### src/rtl/cot_pkg.sv
// Shared types and helpers for the constant on-time sequencer.
// Assumes: all time parameters are positive integers in picoseconds.
package cot_pkg;

    // Sequencer phases; each maps to one gate pattern.
    typedef enum logic [2:0] {
        PH_IDLE = 3'd0,   // disabled, both switches open
        PH_WAIT = 3'd1,   // enabled, both open (start-up or discontinuous gap)
        PH_RISE = 3'd2,   // dead time before the high side closes
        PH_HIGH = 3'd3,   // high side conducting
        PH_FALL = 3'd4,   // dead time before the low side closes
        PH_LOW  = 3'd5    // low side conducting
    } cot_phase_e;

    // Integer ceiling division used to turn times into cycle counts.
    function automatic int ceil_div(input int num, input int den);
        return (num + den - 1) / den;
    endfunction

endpackage

### src/rtl/cot_span_timer.sv
// Down-counting span timer. A load pulse starts a span of load_val cycles,
// counting the first cycle after the load; done is high in the last cycle.
// Assumes: load_val >= 1 whenever load is asserted.
module cot_span_timer #(
    parameter int W = 10
) (
    input  logic         clk,
    input  logic         rst_n,
    input  logic         load,
    input  logic [W-1:0] load_val,
    output logic         done
);

    logic [W-1:0] remain_q;

    // Capture the span on load, otherwise count down to zero and hold.
    always_ff @(posedge clk) begin
        if (!rst_n) begin
            remain_q <= '0;
        end else if (load) begin
            remain_q <= load_val - W'(1);
        end else if (remain_q != '0) begin
            remain_q <= remain_q - W'(1);
        end
    end

    assign done = (remain_q == '0);

endmodule

### src/rtl/cot_off_timer.sv
// Minimum off-time guard. Restarted when the high-side pulse ends; reports
// done once enough cycles have elapsed for a new pulse request to be legal.
// Assumes: LIMIT is the minimum off-time in cycles; reset leaves it expired
// so the first pulse after reset is not delayed.
module cot_off_timer #(
    parameter int LIMIT = 65
) (
    input  logic clk,
    input  logic rst_n,
    input  logic restart,
    output logic done
);

    generate
        if (LIMIT <= 1) begin : g_trivial
            // No off-time to enforce beyond a single cycle.
            assign done = 1'b1;
        end else begin : g_count
            localparam int CW = $clog2(LIMIT + 1);
            localparam logic [CW-1:0] LAST = CW'(LIMIT - 1);
            logic [CW-1:0] elapsed_q;

            // Count cycles since the high side opened, saturating at LAST.
            always_ff @(posedge clk) begin
                if (!rst_n) begin
                    elapsed_q <= LAST;
                end else if (restart) begin
                    elapsed_q <= '0;
                end else if (elapsed_q != LAST) begin
                    elapsed_q <= elapsed_q + CW'(1);
                end
            end

            assign done = (elapsed_q == LAST);
        end
    endgenerate

endmodule

### src/rtl/cot_seq_fsm.sv
// Phase sequencer for the constant on-time buck stage. Decides when pulses
// start and end, inserts dead time around every hand-over, and registers
// the gate enables from the next phase so they are glitch-free.
// Assumes: timer done inputs come from cot_span_timer / cot_off_timer and
// refer to the loads this module issued.
module cot_seq_fsm
    import cot_pkg::*;
(
    input  logic clk,
    input  logic rst_n,
    input  logic run_en,
    input  logic fb_under,
    input  logic fb_over,
    input  logic isw_over,
    input  logic il_zero,
    input  logic on_done,
    input  logic dead_done,
    input  logic off_done,
    output logic on_load,
    output logic dead_load,
    output logic off_restart,
    output logic hs_gate,
    output logic ls_gate
);

    cot_phase_e phase_q, phase_d;
    logic       start_ok;

    // Common pulse-start condition shared by the open and low-side phases.
    always_comb begin
        start_ok = fb_under && !fb_over && off_done;
    end

    // Next-phase decode and timer load strobes.
    always_comb begin
        phase_d   = phase_q;
        on_load   = 1'b0;
        dead_load = 1'b0;
        if (!run_en) begin
            phase_d = PH_IDLE;
        end else begin
            unique case (phase_q)
                PH_IDLE: begin
                    phase_d = PH_WAIT;
                end
                PH_WAIT: begin
                    if (start_ok) begin
                        phase_d   = PH_RISE;
                        dead_load = 1'b1;
                    end
                end
                PH_LOW: begin
                    if (start_ok && !isw_over) begin
                        phase_d   = PH_RISE;
                        dead_load = 1'b1;
                    end else if (il_zero) begin
                        phase_d = PH_WAIT;
                    end
                end
                PH_RISE: begin
                    if (fb_over) begin
                        phase_d   = PH_FALL;
                        dead_load = 1'b1;
                    end else if (dead_done) begin
                        phase_d = PH_HIGH;
                        on_load = 1'b1;
                    end
                end
                PH_HIGH: begin
                    if (fb_over || on_done) begin
                        phase_d   = PH_FALL;
                        dead_load = 1'b1;
                    end
                end
                PH_FALL: begin
                    if (dead_done) begin
                        phase_d = PH_LOW;
                    end
                end
                default: begin
                    phase_d = PH_IDLE;
                end
            endcase
        end
    end

    // Any exit from the conducting high phase starts the off-time guard.
    always_comb begin
        off_restart = (phase_q == PH_HIGH) && (phase_d != PH_HIGH);
    end

    // Phase register.
    always_ff @(posedge clk) begin
        if (!rst_n) begin
            phase_q <= PH_IDLE;
        end else begin
            phase_q <= phase_d;
        end
    end

    // Gate enables registered from the next phase.
    always_ff @(posedge clk) begin
        if (!rst_n) begin
            hs_gate <= 1'b0;
            ls_gate <= 1'b0;
        end else begin
            hs_gate <= (phase_d == PH_HIGH);
            ls_gate <= (phase_d == PH_LOW);
        end
    end

    AST_EN_OFF: assert property (@(posedge clk) disable iff (!rst_n)
        !run_en |=> (!hs_gate && !ls_gate));

    AST_OVP_ABORT: assert property (@(posedge clk) disable iff (!rst_n)
        (hs_gate && fb_over) |=> !hs_gate);

    AST_LS_HOLD_OVP: assert property (@(posedge clk) disable iff (!rst_n)
        (ls_gate && fb_over && !il_zero && run_en) |=> ls_gate);

    AST_ZERO_OPENS_LS: assert property (@(posedge clk) disable iff (!rst_n)
        (ls_gate && il_zero) |=> !ls_gate);

    AST_GAP_BEFORE_HS: assert property (@(posedge clk) disable iff (!rst_n)
        $rose(hs_gate) |-> !$past(ls_gate));

    AST_GAP_BEFORE_LS: assert property (@(posedge clk) disable iff (!rst_n)
        $rose(ls_gate) |-> !$past(hs_gate));

endmodule

### src/rtl/cot_buck_seq.sv
// Constant on-time buck switch sequencer, top level. Converts the time
// parameters into cycle counts, clamps the programmed on-time and dead
// time, and wires the phase sequencer to its three timers.
// Assumes: comparator flags are already synchronous to clk.
module cot_buck_seq
    import cot_pkg::*;
#(
    parameter int CLK_PS      = 4000,
    parameter int MIN_ON_PS   = 150000,
    parameter int MIN_OFF_PS  = 260000,
    parameter int ON_W        = 10,
    parameter int DT_W        = 3
) (
    input  logic            clk,
    input  logic            rst_n,
    input  logic            run_en,
    input  logic            fb_under,
    input  logic            fb_over,
    input  logic            isw_over,
    input  logic            il_zero,
    input  logic [ON_W-1:0] on_cycles,
    input  logic [DT_W-1:0] dead_cycles,
    output logic            hs_gate,
    output logic            ls_gate
);

    localparam int MIN_ON_CYC  = ceil_div(MIN_ON_PS, CLK_PS);
    localparam int MIN_OFF_CYC = ceil_div(MIN_OFF_PS, CLK_PS);
    localparam logic [ON_W-1:0] MIN_ON_V = ON_W'(MIN_ON_CYC);

    logic            on_load, dead_load, off_restart;
    logic            on_done, dead_done, off_done;
    logic [ON_W-1:0] on_len;
    logic [DT_W-1:0] dead_len;

    // Clamp the requested on-time to the minimum pulse width.
    always_comb begin
        on_len = (on_cycles < MIN_ON_V) ? MIN_ON_V : on_cycles;
    end

    // Dead time of zero would merge a hand-over; force at least one cycle.
    always_comb begin
        dead_len = (dead_cycles == '0) ? DT_W'(1) : dead_cycles;
    end

    cot_seq_fsm u_fsm (
        .clk         (clk),
        .rst_n       (rst_n),
        .run_en      (run_en),
        .fb_under    (fb_under),
        .fb_over     (fb_over),
        .isw_over    (isw_over),
        .il_zero     (il_zero),
        .on_done     (on_done),
        .dead_done   (dead_done),
        .off_done    (off_done),
        .on_load     (on_load),
        .dead_load   (dead_load),
        .off_restart (off_restart),
        .hs_gate     (hs_gate),
        .ls_gate     (ls_gate)
    );

    cot_span_timer #(.W(ON_W)) u_on_tmr (
        .clk      (clk),
        .rst_n    (rst_n),
        .load     (on_load),
        .load_val (on_len),
        .done     (on_done)
    );

    cot_span_timer #(.W(DT_W)) u_dead_tmr (
        .clk      (clk),
        .rst_n    (rst_n),
        .load     (dead_load),
        .load_val (dead_len),
        .done     (dead_done)
    );

    cot_off_timer #(.LIMIT(MIN_OFF_CYC)) u_off_tmr (
        .clk     (clk),
        .rst_n   (rst_n),
        .restart (off_restart),
        .done    (off_done)
    );

    AST_NO_OVERLAP: assert property (@(posedge clk) disable iff (!rst_n)
        !(hs_gate && ls_gate));

    AST_START_NEEDS_FB: assert property (@(posedge clk) disable iff (!rst_n)
        (!hs_gate && !ls_gate && run_en && !fb_under) |=> !hs_gate);

endmodule

### config.mk
export PLATFORM = sky130hd
export DESIGN_NAME = cot_buck_seq
export DESIGN_NICKNAME = d
export VERILOG_FILES = /design/src/rtl/cot_pkg.sv /design/src/rtl/cot_span_timer.sv /design/src/rtl/cot_off_timer.sv /design/src/rtl/cot_seq_fsm.sv /design/src/rtl/cot_buck_seq.sv
export SDC_FILE = /design/constraint.sdc
export NUM_CORES = 1
export LEC_CHECK = 0
export ABC_AREA = 1
export BUFFER_PORTS_ARGS = -buffer_cell sky130_fd_sc_hd__buf_2
export CAP_MARGIN = 20
export CORE_MARGIN = 10
export CORE_UTILIZATION = 51
export CTS_CLUSTER_DIAMETER = 50
export DETAILED_ROUTE_END_ITERATION = 7
export GPL_TIMING_DRIVEN = 0
export PLACE_DENSITY = 0.85
export SLEW_MARGIN = 0
export SYNTH_ARGS = -nofsm -noshare
export SYNTH_HDL_FRONTEND = slang
export SYNTH_SLANG_ARGS = --single-unit
### constraint.sdc
create_clock -name clk -period 1.79 [get_ports clk]
set_clock_uncertainty 0.15 [all_clocks]
set_input_delay 0.179 -clock clk [delete_from_list [all_inputs] [get_ports clk]]
set_output_delay 0.179 -clock clk [all_outputs]
set_load 0.02 [all_outputs]
==> out/results.txt <==
Share of power burned in combinational logic: 61.9%
Status: finished with violations
DR iter-0 viols: 131
Clk pwr share: 9.4%
Endpoints failing hold: 0
Crit share post-route: 110%
Final WL: 4600 um
Wire length on met1: 1820 um
Ant diodes: 0
Psw: 1.30 mW
Placed cells: 298
Worst path depth: 13
Die area: 5740 sq um
CTS clock-pin slew for the worst setup and hold paths: 140 ps
Remaining DRCs: 0
Family with the most delay on the worst path: simple AND/OR/NAND/NOR gates
Post-DR vias/cell: 5.31
HP Class: in -> reg
Critical Path RT: 1880 ps
IO Pins: 22
Syn_nets: 269
PwrDens: 1320 nW/um^2
Met3 wire length: 296 um
Share of layout cells above drive strength 1: 40.4%
1st-pass router iterations: 4
Initial antenna violation count: 0
Place WS: -261 ps
Internal Pwr Total: 1.53 mW
Min Hold Slack: 21.3 ps
Worst-Skew Late Latency: 330 ps
Largest net degree at the start of global routing: 16
Critical Path Source: u_dead_tmr.remain_q[1]
Final antenna-violating net count: 0
Critical path arrival: 2070 ps
Crit path max fanout: 5
Worst path cell trace: nor2_4, nand3_2, nor2_4, buf_8, nand3b_1, nand2_2, buf_4, buf_6, nand2_2, nor2_4, nand2_2, o21ai_1, nor2_1
CTS tree: yes
Yosys reg bits: 25
First-pass GRT wire length: 6820 um
CTS Buf Count: 3
Ys Warns: 0
Initial Util: 52.8%
Placed wire-length estimate: 2770 um
Flop2flop setup slack: -190 ps
Unique masters post-synth: 27
Crit-path max cell delay: 360 ps
Max Slew Vio Count: 0
Top sig layer: met4
Slew of the pin with the lowest slew margin: 401 ps
Tot GR Track Use: 15.0%
Design area: 2150 sq um
Most used DFF post-synth: dfxtp_1
Gp weighted congestion: 0.909
Static Leak: 1.04 nW
Clk buf depth: 2
Number of enable flip-flop cells after synthesis: 0
Nets: 317
Placed cell area: 1780 sq um
Sequential area share after synthesis: 31.5%
Final min period: 1980 ps
Maximum clock rate: 506 MHz
Setup crit end: u_on_tmr.remain_q[9]
Unrepaired setup endpoints after global routing: true
Max Cap Viol: 0
R2R Path End: u_on_tmr.remain_q[9]
Reg-to-reg startpoint: u_dead_tmr.remain_q[1]
Port Buffer Count: 20
CP Launch Type: register
TritonCTS Sinks: 25
Post-synth top area cell: dfxtp_1
Failing checks: setup timing
CORE AREA: 3000 sq um
Vias in the first global route: 1,621
Sw Ratio: 46.0%
Clock root cell: clkbuf_4
Layout Cells excl Fill: 325
Async SR Flop Fraction: 0%
Die span in y: 75.8 um
VDD IR-drop max: 0.000737 V
Via count: 1,725
Chip Width: 75.8 um
Buf/Inv on CP: 3
# H-tree levels: 1
Final setup viols: 17
Worst setup EP type: register
Post-synth top area share: 31.5%
Sequential power share: 28.7%
Depth of the most critical reg-to-reg path: 13
WS Path Type: reg -> reg
Filler Cells Inserted: 232
Mapped Area: 1590 sq um
Syn Inst Count: 245
Total global routing overflow: 0
Synth Area per Inst: 6.48 sq um
Synth-to-Final Area Change: 35.7%
Final WS setup: -186 ps
Top area cells in the synthesized netlist: dfxtp_1, nand2_1, inv_1
Max_slew headroom: 73.1%
Crit-path slowest cell: dfxtp_2
Routed len/inst: 14.1 um
Met2 routed WL: 2360 um
# rows: 20
## tightest hold or removal path, cell delays in order
cell	delay [ps]
clkbuf_2	160
nand2_1	100
nor2_1	40
## cells in the final DEF, fill, tap and decap left out, drive strengths merged
master       netlist  layout
nor3               3       3
nand3b             2       2
ha                 4       4
xor2               3       3
nand3             24      24
o21ai             17      17
inv               40      40
clkinvlp           0       1
dlygate4sd3        0       2
dfxtp             25      25
nor2              42      42
o21bai             1       1
clkbuf             1       4
or2                3       3
xnor2              2       2
nand2             63      63
a21oi             11      11
o211ai             1       1
nand4              2       2
buf                1      42
## how the worst min path moves through the flow
stage,from,to,slack (ps),depth (start not counted)
after floorplan,rst_n,u_off_tmr.g_count.elapsed_q[6],100,1
after global placement,rst_n,u_off_tmr.g_count.elapsed_q[6],250,2
after detailed placement,rst_n,u_off_tmr.g_count.elapsed_q[6],260,2
after CTS,run_en,u_fsm.phase_q[1],20,3
after global routing,run_en,u_fsm.phase_q[1],20,3
final,run_en,u_fsm.phase_q[1],20,3
## synthesized netlist by cell type (2+ instances only)
cell / count
xnor2_1: 2
inv_1: 38
inv_2: 2
nor2_4: 4
nand2_1: 56
o21ai_1: 2
nor2_1: 36
nand2_4: 2
nand3_1: 23
nand3b_1: 2
a21oi_1: 11
ha_1: 4
xor2_1: 3
nand2_2: 5
nand4_1: 2
o21ai_0: 12
nor2_2: 2
nor3_1: 2
or2_2: 3
dfxtp_1: 25
o21ai_2: 3
## cell families (layout without fill, tap and decap cells)
group / after synthesis / count (layout) / synth area share [%]
buf+inv: 42 / 89 / 10.7
fa+ha+maj: 4 / 4 / 3.15
flops: 25 / 25 / 31.5
simple gates: 139 / 139 / 41.3
xor+xnor: 5 / 5 / 2.76
compound gates: 30 / 30 / 10.5
## flip-flops by register name (all words and copies together), names as in the netlist
name	cells
u_dead_tmr.remain_q	3
u_on_tmr.remain_q	10
u_fsm.phase_q	3
u_off_tmr.g_count.elapsed_q	7
u_fsm.ls_gate	1
u_fsm.hs_gate	1
## power by group through the flow
stage	Sequential, mW	Combinational, mW	Clock [mW]
final	0.812	1.75	0.267
after global routing	0.825	1.97	0.298
after CTS	0.807	1.49	0.271
after detailed placement	0.811	1.33	0
after global placement	0.806	1.29	0
after floorplan	0.791	1.10	0
## what timing repair did
action	4_1_cts	5_1_grt
resized for setup	20	35
hold buffers	2	0
setup buffers	14	7
setup endpoints to repair	16	21
pin swaps	13	20
hold endpoints to repair	2	0
## stage by stage
step	total power [mW]	setup TNS, ps	util [%]
CTS	2.57	-693	66.5
global route	3.09	-3960	71.7
detailed placement	2.14	-2090	59.2
floorplan	1.89	-19.6	-
finish	2.83	-1770	71.7
global placement	2.09	-1650	59.2
## final cells by class
type | instances | area [sq um] | share of cell area (%)
inverter | 40 | 155 | 7.21
clock inverter | 1 | 7.51 | 0.349
clock buffer | 3 | 22.5 | 1.05
tap | 33 | 41.3 | 1.92
timing repair buffer | 43 | 302 | 14.0
multi-input combinational | 178 | 1080 | 50.4
buffer | 2 | 20.0 | 0.930
sequential | 25 | 520 | 24.2
## layer usage
layer | GRT usage [%] | vias up
met4 | 5.57 | 0
met2 | 27.1 | 61
met5 | 0 | -
li1 | - | 860
met1 | 16.9 | 793
met3 | 3.13 | 11
No activity file was read; power rests on OpenSTA's default activity.
